==> config.mk <==
export PLATFORM = sky130hd
export DESIGN_NAME = cbs_serializer
export DESIGN_NICKNAME = d
export VERILOG_FILES = /design/src/rtl/cbs_pkg.sv /design/src/rtl/cbs_pick.sv /design/src/rtl/cbs_cache.sv /design/src/rtl/cbs_serializer.sv
export SDC_FILE = /design/constraint.sdc
export NUM_CORES = 2
export LEC_CHECK = 0
export BUFFER_PORTS_ARGS = -buffer_cell sky130_fd_sc_hd__buf_2
export CAP_MARGIN = 20
export CORE_AREA = 2 2 626 628
export CTS_CLUSTER_DIAMETER = 30
export DETAILED_ROUTE_END_ITERATION = 10
export DIE_AREA = 0 0 628 630
export GPL_ROUTABILITY_DRIVEN = 0
export GPL_TIMING_DRIVEN = 0
export PLACE_DENSITY = 0.42
export SLEW_MARGIN = 0
export SYNTH_ARGS = -nofsm -noshare
export SYNTH_HDL_FRONTEND = slang
export SYNTH_SLANG_ARGS = --single-unit
==> constraint.sdc <==
create_clock -name clk -period 14.65 [get_ports clk]
set_clock_uncertainty 0.05 [all_clocks]
set_input_delay 2.93 -clock clk [delete_from_list [all_inputs] [get_ports clk]]
set_output_delay 2.93 -clock clk [all_outputs]
set_load 0.1 [all_outputs]
==> src/rtl/cbs_pkg.sv <==
package cbs_pkg;
  typedef enum logic [2:0] {
    ST_IDLE,
    ST_SCAN,
    ST_FETCH,
    ST_WAIT,
    ST_DONE
  } cbs_state_e;
endpackage

==> src/rtl/cbs_pick.sv <==
// Finds the lowest pending lane of a half and every pending lane sharing its address.
module cbs_pick #(
  parameter int HALF   = 16,
  parameter int ADDR_W = 14
) (
  input  logic [HALF*ADDR_W-1:0] half_addr,
  input  logic [HALF-1:0]        pending,
  output logic                   any,
  output logic [ADDR_W-1:0]      sel_addr,
  output logic [HALF-1:0]        match
);
  always_comb begin
    any      = 1'b0;
    sel_addr = '0;
    for (int j = HALF - 1; j >= 0; j--) begin
      if (pending[j]) begin
        any      = 1'b1;
        sel_addr = half_addr[j*ADDR_W +: ADDR_W];
      end
    end
    for (int j = 0; j < HALF; j++) begin
      match[j] = pending[j] && (half_addr[j*ADDR_W +: ADDR_W] == sel_addr);
    end
  end
endmodule

==> src/rtl/cbs_cache.sv <==
// Direct-mapped, one word per line, filled on miss.
module cbs_cache #(
  parameter int ADDR_W = 14,
  parameter int DATA_W = 32,
  parameter int LINES  = 16
) (
  input  logic              clk,
  input  logic              rst_n,
  input  logic [ADDR_W-1:0] rd_addr,
  output logic              hit,
  output logic [DATA_W-1:0] rd_data,
  input  logic              fill_en,
  input  logic [ADDR_W-1:0] fill_addr,
  input  logic [DATA_W-1:0] fill_data
);
  localparam int IDX_W = $clog2(LINES);
  localparam int TAG_W = ADDR_W - IDX_W;

  logic [LINES-1:0] line_ok;
  logic [TAG_W-1:0] line_tag [LINES];
  logic [DATA_W-1:0] line_word [LINES];

  logic [IDX_W-1:0] rd_idx, fl_idx;
  assign rd_idx = rd_addr[IDX_W-1:0];
  assign fl_idx = fill_addr[IDX_W-1:0];

  assign hit     = line_ok[rd_idx] && (line_tag[rd_idx] == rd_addr[ADDR_W-1:IDX_W]);
  assign rd_data = line_word[rd_idx];

  always_ff @(posedge clk) begin
    if (!rst_n) begin
      line_ok <= '0;
      for (int k = 0; k < LINES; k++) begin
        line_tag[k]  <= '0;
        line_word[k] <= '0;
      end
    end else if (fill_en) begin
      line_ok[fl_idx]   <= 1'b1;
      line_tag[fl_idx]  <= fill_addr[ADDR_W-1:IDX_W];
      line_word[fl_idx] <= fill_data;
    end
  end
endmodule

==> src/rtl/cbs_serializer.sv <==
module cbs_serializer #(
  parameter int LANES  = 32,
  parameter int ADDR_W = 14,
  parameter int DATA_W = 32,
  parameter int LINES  = 16,
  parameter int CNT_W  = 32
) (
  input  logic                    clk,
  input  logic                    rst_n,
  input  logic                    req_valid,
  output logic                    req_ready,
  input  logic [LANES-1:0]        req_lane_en,
  input  logic [LANES*ADDR_W-1:0] req_lane_addr,
  output logic                    rsp_valid,
  input  logic                    rsp_ready,
  output logic [LANES*DATA_W-1:0] rsp_data,
  output logic                    mem_req_valid,
  output logic [ADDR_W-1:0]       mem_req_addr,
  input  logic                    mem_rsp_valid,
  input  logic [DATA_W-1:0]       mem_rsp_data,
  output logic [CNT_W-1:0]        lookup_count,
  output logic [CNT_W-1:0]        miss_count
);
  import cbs_pkg::*;
  localparam int HALF = LANES / 2;

  cbs_state_e state;
  logic                    upper;
  logic [HALF-1:0]         pending;
  logic [LANES-1:0]        en_q;
  logic [LANES*ADDR_W-1:0] addr_q;
  logic [DATA_W-1:0]       word_q [LANES];

  logic [HALF*ADDR_W-1:0] half_addr;
  logic                   any;
  logic [ADDR_W-1:0]      sel_addr;
  logic [HALF-1:0]        match;
  logic                   hit;
  logic [DATA_W-1:0]      hit_data;
  logic                   fill_en;
  logic                   wr_en;
  logic [DATA_W-1:0]      wr_word;

  assign half_addr = upper ? addr_q[LANES*ADDR_W-1 : HALF*ADDR_W]
                           : addr_q[HALF*ADDR_W-1 : 0];

  cbs_pick #(.HALF(HALF), .ADDR_W(ADDR_W)) pick_i (
    .half_addr(half_addr), .pending(pending),
    .any(any), .sel_addr(sel_addr), .match(match)
  );

  assign fill_en = (state == ST_WAIT) && mem_rsp_valid;

  cbs_cache #(.ADDR_W(ADDR_W), .DATA_W(DATA_W), .LINES(LINES)) cache_i (
    .clk(clk), .rst_n(rst_n),
    .rd_addr(sel_addr), .hit(hit), .rd_data(hit_data),
    .fill_en(fill_en), .fill_addr(sel_addr), .fill_data(mem_rsp_data)
  );

  assign wr_en   = ((state == ST_SCAN) && any && hit) || fill_en;
  assign wr_word = fill_en ? mem_rsp_data : hit_data;

  assign req_ready     = (state == ST_IDLE);
  assign rsp_valid     = (state == ST_DONE);
  assign mem_req_valid = (state == ST_FETCH);
  assign mem_req_addr  = sel_addr;

  for (genvar g = 0; g < LANES; g++) begin : g_pack
    assign rsp_data[g*DATA_W +: DATA_W] = word_q[g];
  end

  always_ff @(posedge clk) begin
    if (!rst_n) begin
      state        <= ST_IDLE;
      upper        <= 1'b0;
      pending      <= '0;
      en_q         <= '0;
      addr_q       <= '0;
      lookup_count <= '0;
      miss_count   <= '0;
      for (int k = 0; k < LANES; k++) word_q[k] <= '0;
    end else begin
      if (wr_en) begin
        for (int j = 0; j < HALF; j++) begin
          if (match[j]) word_q[j + (upper ? HALF : 0)] <= wr_word;
        end
      end
      case (state)
        ST_IDLE: if (req_valid) begin
          addr_q  <= req_lane_addr;
          en_q    <= req_lane_en;
          upper   <= 1'b0;
          pending <= req_lane_en[HALF-1:0];
          for (int k = 0; k < LANES; k++) word_q[k] <= '0;
          state   <= ST_SCAN;
        end
        ST_SCAN: begin
          if (!any) begin
            if (!upper) begin
              upper   <= 1'b1;
              pending <= en_q[LANES-1:HALF];
            end else begin
              state <= ST_DONE;
            end
          end else begin
            lookup_count <= lookup_count + 1'b1;
            if (hit) begin
              pending <= pending & ~match;
            end else begin
              miss_count <= miss_count + 1'b1;
              state      <= ST_FETCH;
            end
          end
        end
        ST_FETCH: state <= ST_WAIT;
        ST_WAIT: if (mem_rsp_valid) begin
          pending <= pending & ~match;
          state   <= ST_SCAN;
        end
        ST_DONE: if (rsp_ready) state <= ST_IDLE;
        default: state <= ST_IDLE;
      endcase
    end
  end
endmodule

==> results.txt <==
Area taken by flip-flops and latches -> 62220 µm²
Layout net count -> 11990
Result of the run -> completed
Critical Path Start Type -> flip-flop
Number of unique standard cell types used by synthesis -> 90
Post-DRT Antenna Nets -> 0
Global-route wire length before repair -> 807800 µm
Initial Utilization -> 0.2601
Setup slack after layout -> 2360 ps
Area used by multi-input combinational logic -> 35090 µm²
Proportion of netlist area held by the largest area contributor -> 0.5042
Htree depth -> 6
Final setup violation count -> 0
Xor and xnor fraction of the mapped netlist area -> 0.02194
Leading register cell type out of synthesis -> edfxtp_1
Buffers inserted during post-CTS setup optimization -> 0
Biggest area contributors in the synthesized netlist -> edfxtp_1, dfxtp_1, and4_1
Combinational family with the most area after synthesis -> simple AND/OR/NAND/NOR gates
Category of the most critical setup path -> flip-flop to output pin
Maximum number of buffers from clock root to sink -> 4
Vias in the first global route -> 88260
FILL cells -> 39000
Maximum number of pins on one net before global-route repair -> 43
Worst min-delay path endpoint -> cache_i.line_ok[12]
Worst reg2reg path depth -> 22
Beginning of the worst hold path -> cache_i.line_ok[12]
CP max-delay cell -> mux2i_1
Synthesized-area fraction occupied by adder cells -> 0.0002478
Endpoint arrival time on the critical path -> 9310 ps
Final Critical Period -> 12290 ps
Average wire length per cell after detail routing -> 35.95 µm
Drc violations -> 0
DRT Pass-1 Iters -> 8
Growth of design area from synthesis to finish -> 38.08%
Maximum cell stage delay along the critical path -> 800 ps
Routed wire length -> 619700 µm
Total global routing overflow -> 0
Final Cycle Share -> 0.8389
Number of port buffers -> 1620
Total GRT Usage -> 0.3000
Clock Latency Late Sink -> 1050 ps
Number of enable-type register cells in the synthesized netlist -> 1696
Root buffer cell -> clkbuf_16
Average via count per standard cell -> 5.349
Post-Synth Simple-Gate Area -> 0.2293
Num rows -> 229
# Max-Cap Violations -> 0
Kind of capture point of the worst setup path -> output pin
Worst R2R End -> word_q[8][26]
Mux share of post-synthesis cell area -> 0.02665
Synthesized area divided by synthesized cell count -> 11.12 µm²
Post-detail-place hpwl -> 497900 µm
Slack of the worst reg-to-reg path -> 3220 ps
Number of resized instances in the post-cts repair step -> 0
Full die area -> 395600 µm²
Slew Limit Headroom -> 0.1145
Die Span Y -> 630 µm
Sequential-to-total area share from yosys stat -> 0.6160
Unrepaired setup endpoints after global routing -> false
Fmax achieved -> 81.37 MHz
Total clock buffers created by CTS -> 596
Routed via count -> 92210
CTS tree -> built
Hold buffer count at cts -> 0
Clk sinks -> 2260
Layout cell share with drive strength beyond 1 -> 0.2590
Crit Path Max Fanout -> 10
Pre-CTS WS -> 3504 ps
Tightest Pin Transition -> 1310 ps
Number of antenna violations at the first check in global routing -> 159
Data required time at the worst endpoint -> 11670 ps
Most used cell along the critical path -> buf_8
Flip-flop and latch count after synthesis -> 2260
Combined area of all synthesized cells -> 101000 µm²
Core Region -> 388200 µm²
Cell count after synthesis -> 9085
Tightest Hold Check Type -> flip-flop to flip-flop
Worst r2r src -> upper
Fin. Hold Viols -> 0
Clk pin slew, worst setup/hold paths -> 40 ps
Max-slew violations -> 0
Crit path from -> upper
Synth Area in Compound Gates -> 0.06531
Die extent in x -> 628 µm
Yosys synthesis warning count -> 0
Cell depth of the worst min-delay path -> 2
Asr flop ratio synth -> 0
Syn Nets -> 9604
Initial detailed-routing violation count -> 10930
CP cell instances -> buf_6 -> buf_12 -> buf_8 -> buf_8 -> buf_8 -> buf_8 -> buf_6 -> buf_4 -> buf_4 -> buf_2 -> mux2i_1 -> nand2_1 -> nand2_2 -> buf_2 -> clkbuf_1 -> clkbuf_1 -> inv_1 -> buf_2
Post-synthesis cell type with the largest combined area -> edfxtp_1
I/O pin count -> 1622
-- synthesized netlist by cell type (all sizes together), types with 15 or more instances --
cell type / count
a211oi: 15
a21oi: 606
a221o: 20
a221oi: 39
a311oi: 119
and2: 531
and3: 78
and4: 916
buf: 190
clkbuf: 749
dfxtp: 564
edfxtp: 1696
inv: 45
mux2: 103
mux2i: 153
nand2: 1723
nand2b: 18
nand3: 384
nand4: 40
nor2: 436
nor3: 56
nor4: 20
o211ai: 28
o21ai: 76
o31ai: 20
or3: 21
or4: 23
xnor2: 168
xor2: 85
-- worst max-delay path by stage --
stage / slack, ps / depth (start not counted) / endpoint
3_3_place_gp: -1560 / 23 / word_q[11][25]
6_report: 2360 / 18 / mem_req_addr[5]
3_5_place_dp: 3500 / 22 / word_q[8][23]
2_1_floorplan: 6730 / 20 / word_q[4][0]
4_1_cts: 2660 / 18 / mem_req_addr[5]
5_1_grt: 2460 / 18 / mem_req_addr[5]
-- critical path, delay by kind of cell (launching register included) --
| kind | cells | cell delay (ps) |
|---|---|---|
| muxes | 1 | 800 |
| DFF | 1 | 770 |
| buffers and inverters | 15 | 6070 |
| and+or+nand+nor | 2 | 530 |
-- cell type report --
cell class / count / share of cell area
Sequential cell: 2260 / 0.4461
Multi-Input combinational cell: 5838 / 0.2516
Clock buffer: 722 / 0.1129
Timing Repair Buffer: 1785 / 0.07750
Tap cell: 5197 / 0.04663
Clock inverter: 375 / 0.03431
Buffer: 939 / 0.02820
Antenna cell: 76 / 0.001364
Inverter: 48 / 0.001292
-- layer usage --
metal / track usage / vias up / wire length [µm]
met3: 0.08987 / 1344 / 64590
met2: 0.4584 / 5840 / 270800
li1: - / 38170 / -
met5: 0.002295 / - / 434
met1: 0.3780 / 46810 / 244000
met4: 0.1655 / 50 / 39830
-- cells by family after synthesis --
group | after synthesis
adders and majority gates | 2
and+or+nand+nor | 4275
buffers and inverters | 987
DFF | 2260
muxes | 256
xor gates and xnor gates | 253
AOI/OAI and AO/OA | 1052
-- stage by stage --
step | util | std cells | hold WS, ps | cell area (µm²) | TNS, ps
final | 0.3592 | 17240 | 394.7 | 139500 | 0
after global routing | 0.3590 | 17200 | 411.9 | 139400 | 0
after CTS | 0.3585 | 17160 | 393.5 | 139200 | 0
after detailed placement | 0.3056 | 16060 | 386.1 | 118700 | 0
after global placement | 0.2978 | 15900 | 385.0 | 115600 | -127560
after floorplan | - | 9085 | 372.7 | 101000 | 0
-- flip-flops by register name (all words and copies together) (netlist names) --
| register | count |
|---|---|
| cache_i.line_tag | 160 |
| upper | 1 |
| state | 3 |
| addr_q | 448 |
| cache_i.line_word | 512 |
| cache_i.line_ok | 16 |
| pending | 16 |
| en_q | 16 |
| word_q | 1024 |
| miss_count | 32 |
| lookup_count | 32 |
-- cells in the final DEF, fill, tap and decap left out, drive strengths merged, types with 78 or more instances in the layout --
cell,instances
buf,1974
nand2,1723
edfxtp,1696
clkbuf,1472
and4,916
a21oi,606
dfxtp,564
and2,531
nor2,436
nand3,384
clkinv,245
xnor2,168
mux2i,153
a311oi,119
mux2,103
xor2,85
and3,78
Power is not shown: default switching activity piles up to over one toggle a cycle in this logic, so the estimate is an artifact.
